**src/rtl/sync_timer_pkg.sv**
```systemverilog
package sync_timer_pkg;
    localparam int ADDR_W   = 3;
    localparam int TU_SHIFT = 10;

    typedef enum logic [ADDR_W-1:0] {
        REG_TIME_LO = 3'd0,
        REG_TIME_HI = 3'd1,
        REG_CLEAR   = 3'd2,
        REG_STATUS  = 3'd3,
        REG_QSTART  = 3'd4,
        REG_QPERIOD = 3'd5,
        REG_QLEN    = 3'd6,
        REG_QCTRL   = 3'd7
    } reg_sel_e;

    typedef struct packed {
        logic lo;
        logic hi;
        logic clr;
        logic start;
        logic period;
        logic len;
        logic ctrl;
    } wr_strobe_t;

    function automatic logic [31:0] tu_to_us(input logic [31:0] tu);
        return tu << TU_SHIFT;
    endfunction
endpackage

```
**src/rtl/sync_timer_decode.sv**
```systemverilog
module sync_timer_decode
    import sync_timer_pkg::*;
#(
    parameter int BUS_W = 32
) (
    input  logic              wr,
    input  logic [ADDR_W-1:0] addr,
    input  logic [BUS_W-1:0]  wdata,
    output wr_strobe_t        strb
);
    always_comb begin
        strb        = '0;
        if (wr) begin
            unique case (reg_sel_e'(addr))
                REG_TIME_LO: strb.lo     = 1'b1;
                REG_TIME_HI: strb.hi     = 1'b1;
                REG_CLEAR:   strb.clr    = wdata[0];
                REG_QSTART:  strb.start  = 1'b1;
                REG_QPERIOD: strb.period = 1'b1;
                REG_QLEN:    strb.len    = 1'b1;
                REG_QCTRL:   strb.ctrl   = 1'b1;
                default:     strb        = '0;
            endcase
        end
    end
endmodule

```
**src/rtl/sync_timer_core.sv**
```systemverilog
module sync_timer_core #(
    parameter int BUS_W    = 32,
    parameter int BUSY_CYC = 2,
    localparam int TIMER_W = 2 * BUS_W,
    localparam int BC_W    = $clog2(BUSY_CYC + 1)
) (
    input  logic               clk,
    input  logic               rst,
    input  logic               tick,
    input  logic               ld_lo,
    input  logic               ld_hi,
    input  logic               clr,
    input  logic [BUS_W-1:0]   wdata,
    output logic [TIMER_W-1:0] timer_q,
    output logic               busy
);
    logic [BUS_W-1:0] shadow_q;
    logic [BC_W-1:0]  busy_cnt;

    always_ff @(posedge clk) begin
        if (rst) begin
            timer_q  <= '0;
            shadow_q <= '0;
            busy_cnt <= '0;
        end else begin
            if (ld_lo)
                shadow_q <= wdata;
            if (clr)
                timer_q <= '0;
            else if (ld_hi)
                timer_q <= {wdata, shadow_q};
            else if (tick)
                timer_q <= timer_q + 1'b1;
            if (clr || ld_hi)
                busy_cnt <= BC_W'(BUSY_CYC);
            else if (busy_cnt != '0)
                busy_cnt <= busy_cnt - 1'b1;
        end
    end

    assign busy = (busy_cnt != '0);
endmodule

```
**src/rtl/sync_timer_quiet.sv**
```systemverilog
module sync_timer_quiet
    import sync_timer_pkg::*;
#(
    parameter int BUS_W = 32,
    parameter int LEN_W = 16
) (
    input  logic             clk,
    input  logic             rst,
    input  logic             tick,
    input  logic [BUS_W-1:0] time_lo,
    input  wr_strobe_t       strb,
    input  logic [BUS_W-1:0] wdata,
    output logic [BUS_W-1:0] next_us,
    output logic [BUS_W-1:0] period_tu,
    output logic [LEN_W-1:0] len_q,
    output logic             enable,
    output logic             quiet
);
    logic [LEN_W-1:0] remain;
    logic             hit;

    assign hit = enable && (time_lo == next_us);

    always_ff @(posedge clk) begin
        if (rst) begin
            next_us   <= '0;
            period_tu <= '0;
            len_q     <= '0;
            enable    <= 1'b0;
            remain    <= '0;
        end else begin
            if (strb.period)
                period_tu <= wdata;
            if (strb.len)
                len_q <= wdata[LEN_W-1:0];
            if (strb.ctrl)
                enable <= wdata[0];

            if (strb.ctrl && !wdata[0])
                remain <= '0;
            else if (hit)
                remain <= len_q;
            else if (tick && remain != '0)
                remain <= remain - 1'b1;

            if (strb.start)
                next_us <= tu_to_us(wdata);
            else if (hit)
                next_us <= next_us + tu_to_us(period_tu);
        end
    end

    assign quiet = (remain != '0);
endmodule

```
**src/rtl/sync_timer_top.sv**
```systemverilog
module sync_timer_top
    import sync_timer_pkg::*;
#(
    parameter int BUS_W    = 32,
    parameter int LEN_W    = 16,
    parameter int BUSY_CYC = 2,
    localparam int TIMER_W = 2 * BUS_W
) (
    input  logic              clk,
    input  logic              rst,
    input  logic              us_tick,
    input  logic              bus_wr,
    input  logic [2:0]        bus_addr,
    input  logic [31:0]       bus_wdata,
    output logic [31:0]       bus_rdata,
    output logic              quiet_o
);
    wr_strobe_t         strb;
    logic [TIMER_W-1:0] timer_q;
    logic               busy;
    logic [BUS_W-1:0]   next_us;
    logic [BUS_W-1:0]   period_tu;
    logic [LEN_W-1:0]   len_q;
    logic               enable;

    sync_timer_decode #(.BUS_W(BUS_W)) u_dec (
        .wr    (bus_wr),
        .addr  (bus_addr),
        .wdata (bus_wdata),
        .strb  (strb)
    );

    sync_timer_core #(.BUS_W(BUS_W), .BUSY_CYC(BUSY_CYC)) u_core (
        .clk     (clk),
        .rst     (rst),
        .tick    (us_tick),
        .ld_lo   (strb.lo),
        .ld_hi   (strb.hi),
        .clr     (strb.clr),
        .wdata   (bus_wdata),
        .timer_q (timer_q),
        .busy    (busy)
    );

    sync_timer_quiet #(.BUS_W(BUS_W), .LEN_W(LEN_W)) u_quiet (
        .clk       (clk),
        .rst       (rst),
        .tick      (us_tick),
        .time_lo   (timer_q[BUS_W-1:0]),
        .strb      (strb),
        .wdata     (bus_wdata),
        .next_us   (next_us),
        .period_tu (period_tu),
        .len_q     (len_q),
        .enable    (enable),
        .quiet     (quiet_o)
    );

    always_comb begin
        unique case (reg_sel_e'(bus_addr))
            REG_TIME_LO: bus_rdata = timer_q[BUS_W-1:0];
            REG_TIME_HI: bus_rdata = timer_q[TIMER_W-1:BUS_W];
            REG_STATUS:  bus_rdata = {{(BUS_W-1){1'b0}}, busy};
            REG_QSTART:  bus_rdata = next_us;
            REG_QPERIOD: bus_rdata = period_tu;
            REG_QLEN:    bus_rdata = {{(BUS_W-LEN_W){1'b0}}, len_q};
            REG_QCTRL:   bus_rdata = {{(BUS_W-1){1'b0}}, enable};
            default:     bus_rdata = '0;
        endcase
    end
endmodule

```
**config.mk**
```make
export PLATFORM = sky130hd
export DESIGN_NAME = sync_timer_top
export DESIGN_NICKNAME = d
export VERILOG_FILES = /design/src/rtl/sync_timer_pkg.sv /design/src/rtl/sync_timer_decode.sv /design/src/rtl/sync_timer_core.sv /design/src/rtl/sync_timer_quiet.sv /design/src/rtl/sync_timer_top.sv
export SDC_FILE = /design/constraint.sdc
export NUM_CORES = 1
export LEC_CHECK = 0
export BUFFER_PORTS_ARGS = -buffer_cell sky130_fd_sc_hd__buf_2
export CAP_MARGIN = 20
export CORE_MARGIN = 1
export CORE_UTILIZATION = 30
export CTS_CLUSTER_DIAMETER = 40
export DETAILED_ROUTE_END_ITERATION = 8
export SLEW_MARGIN = 20
export SYNTH_ARGS = -nofsm -noshare
export SYNTH_HDL_FRONTEND = slang
export SYNTH_HIERARCHICAL = 1
export SYNTH_SLANG_ARGS = --single-unit
```
**constraint.sdc**
```tcl
create_clock -name clk -period 5.86 [get_ports clk]
set_input_delay 0 -clock clk [delete_from_list [all_inputs] [get_ports clk]]
set_output_delay 0 -clock clk [all_outputs]
set_load 0.01 [all_outputs]
```
==> run metrics <==
drc violations=0; most used cell, CP=nand4_1; Max VDD drop=0.000194 V; static leakage=0.00467 uW; met1 Resource Use GR=26.7%; CTS tree=built; final RePlAce weighted congestion=0.942; met2 usage=33.1%; Fin Setup TNS=0 ns; Mapped Area=0.0113 mm2; Min Hold Slack=0.174 ns; GRT busiest layer=met2; pin count of the biggest net entering global routing=between 70 and 80; Worst EP arrival=between 3 and 4 ns; DR WL/cell=approximately 21 um; Buf+Inv Stages, Crit Path=0; cell family with most CP delay=simple AND/OR/NAND/NOR gates; CP peak stage delay=0.70 ns; GRT met3 Usage=3.44%; first-pass GRT wire length=59,700 um; status=completed; CP max stage cell=nor2_2; Synth cell types=73; # diodes=0; vias in the first global route=9,944; yosys warns=6; layout cells sized above 1=12.3%; CTS HTree Levels=4; Crit. End Element=flop; Compound-Gate Fraction of Synth Area=15.1%; Avg Inst Size Synth=8.49 um2; final wirelength=38,700 um; post-CTS sizing=0; multi-input combinational cell area=0.00710 mm2; Max clock buf depth=2; Register Area=0.00370 mm2; # IOs=72; Post-synth EDFFs=0; Worst-Margin Slew=1.12 ns; Nets=1,444; CORE AREA=about 0.037 mm2; WP data required=around 6.3 ns; number of fill cells=3,827; maximum clock rate=333 MHz; Post-Synth Simple-Gate Area=21.8%; count of maximum capacitance violations=0; pwr dens=about 260 mW/mm2; clock sinks=185; drt first pass iters=7; Via density=5.59; Total GRT Usage=20.2%; Synth Flop Type=dfxtp_1; # hold bufs at CTS=33; Final Hold Viols=0; minimum clock period=3.00 ns; largest family of logic cells by synthesized area=simple AND/OR/NAND/NOR gates; Final Skew=0.0180 ns; critical path class=flop to flop; grt total ovfl=0; number of port buffers=a little over 70; worst skew pair latency=0.45 ns; Final setup viols=0; Chip Width=196 um; Total Power=about 3300 uW; Final Cycle Share=51.2%; Area Overhead vs Synth=13.8%; synthesized flop and latch total=roughly 190; critical path startpoint category=flop; CP max FO=17; hpwl dp=27,600 um; initial drt markers=1,138; Clk Tree Root Cell=clkbuf_16; Via Count=10,400; XOR/XNOR Fraction of Synth Area=8.16%; Synth Instances=between 1,000 and 1,500; sequential-to-total area share from yosys stat=32.8%; RSZ-0062 raised after global routing=false; Post-Synth Adder-Cell Area=2.84%; Initial Util=30.7%; # rows=70; worst min path class=primary input to flop; Worst slew margin=between 20% and 30%; Die Area=0.0384 mm2; mux cell area share after synthesis=14.4%; initial antenna violation count=0; clock slew at reported path FFs=0.08 ns; ANT nets after route=0; Post-CTS Setup Bufs=0; Die Y=approximately 200 um; CTS buffer count=17; CP cell instances=nand4_1 > nor2_2 > nand4_1 > nor4_1 > or3_1 > o2111a_1; max-slew violation count=0; ys async rst share=0%; fin util=between 30% and 40%
==> synth_stat cells (6+ instances only) <==
| library cell | n | share of area, % |
|---|---|---|
| ha_1 | 24 | 2.7 |
| or3_1 | 6 | 0.33 |
| nand4_1 | 41 | 2.3 |
| mux2i_1 | 112 | 9.9 |
| nor3b_1 | 6 | 0.40 |
| nor3_1 | 40 | 1.8 |
| a221oi_1 | 14 | 1.1 |
| a211oi_1 | 12 | 0.80 |
| inv_1 | 25 | 0.83 |
| buf_6 | 6 | 0.60 |
| and3_1 | 15 | 0.83 |
| a21o_1 | 11 | 0.73 |
| buf_1 | 11 | 0.37 |
| buf_2 | 11 | 0.49 |
| mux4_2 | 16 | 3.2 |
| o21ai_0 | 75 | 3.3 |
| nor2b_1 | 29 | 1.6 |
| o21bai_1 | 6 | 0.40 |
| nor4_1 | 25 | 1.4 |
| o2bb2ai_1 | 6 | 0.47 |
| nand3_1 | 36 | 1.6 |
| nand2_1 | 58 | 1.9 |
| dfxtp_1 | 185 | 33 |
| o21a_1 | 15 | 1.0 |
| clkbuf_1 | 53 | 1.8 |
| buf_4 | 11 | 0.73 |
| xnor2_1 | 64 | 5.0 |
| xor2_1 | 41 | 3.2 |
| a21oi_1 | 99 | 4.4 |
| nor2_1 | 179 | 6.0 |
| mux2_2 | 13 | 1.3 |
==> worst min-delay path, cell delays in order <==
cell     delay [ns]
buf_2          0.24
xor2_1         0.20
nand2_1        0.06
a21oi_1        0.06
==> worst paths after layout <==
check                                                startpoint                               to  slack [ns]  cells after the start
worst max-delay path             u_core/timer_q[2]$_SDFFE_PP0P_  u_core/timer_q[54]$_SDFFE_PP0P_        2.86                      6
worst min-delay path                                    us_tick   u_core/timer_q[0]$_SDFFE_PP0P_        0.17                      4
worst max register to register   u_core/timer_q[2]$_SDFFE_PP0P_  u_core/timer_q[54]$_SDFFE_PP0P_        2.86                      6
worst min register to register  u_core/busy_cnt[0]$_SDFFE_PP0P_  u_core/busy_cnt[0]$_SDFFE_PP0P_        0.46                      1
==> report_power, final <==
group	internal, uW	switching (uW)	leakage [uW]
Combinational	312	397	0.00289
Sequential	1340	84.7	0.00150
Clock	573	588	0.000281
==> logic make-up (layout without fill, tap and decap cells) <==
| group | count (synthesis) | after routing |
|---|---|---|
| DFF | 185 | 185 |
| other | 1 | 10 |
| muxes | 141 | 141 |
| adders and majority gates | 25 | 25 |
| and+or+nand+nor | 478 | 478 |
| xor gates and xnor gates | 105 | 105 |
| buffers and inverters | 117 | 173 |
| AOI/OAI and AO/OA | 276 | 276 |
==> final cells by class <==
cell class | instances | share of cell area, %
clock inverters | 14 | 1.12
clock buffers | 18 | 3.35
inverters | 25 | 0.731
flip-flops and latches | 185 | 28.9
repair buffers | 116 | 6.07
well taps | 468 | 4.56
multi-input cells | 1035 | 55.3
==> placed cells by master (no fill, tap or decap), types with 5 or more instances in the layout <==
cell	n
conb_1	10
a21oi_1	99
buf_2	70
mux2i_1	112
or3_1	6
nor3_1	38
and4_1	5
dlygate4sd3_1	33
nor2_1	176
xnor2_1	64
mux4_2	16
nand4_1	41
mux2_2	13
a221oi_1	14
and3_1	15
inv_1	24
ha_1	24
xor2_1	41
nor3b_1	6
clkbuf_16	17
inv_8	6
o21ai_0	75
o2bb2ai_1	6
a21o_1	11
dfxtp_1	185
buf_4	13
nor2b_1	29
nor4_1	25
inv_6	5
o21bai_1	6
a22oi_1	5
nand3_1	36
nand2b_1	5
o21a_1	15
nor4b_1	5
nand2_1	58
a211oi_1	12
==> flip-flops by register name, indices dropped and copies added (netlist names) <==
| signal | count |
|---|---|
| u_core/shadow_q | 32 |
| u_quiet/next_us | 22 |
| u_core/timer_q | 64 |
| u_quiet/period_tu | 32 |
| u_quiet/enable | 1 |
| u_core/busy_cnt | 2 |
| u_quiet/len_q | 16 |
| u_quiet/remain | 16 |
==> through the flow <==
stage	instance area, um2	worst slack (ns)	cells
after floorplan	11300	3.52	1337
after global routing	12800	2.68	1861
after CTS	12800	2.96	1861
after global placement	11900	2.98	1796
final	12800	2.86	1861
after detailed placement	11900	2.89	1796
==> routing by layer <==
| layer | share of wire, % | routed length [um] |
|---|---|---|
| met3 | 6.7 | 2610 |
| met4 | 2.8 | 1070 |
| met2 | 47 | 18000 |
| met1 | 44 | 17000 |
| met5 | 0 | 0 |
Power figures use the tool's default switching activity.
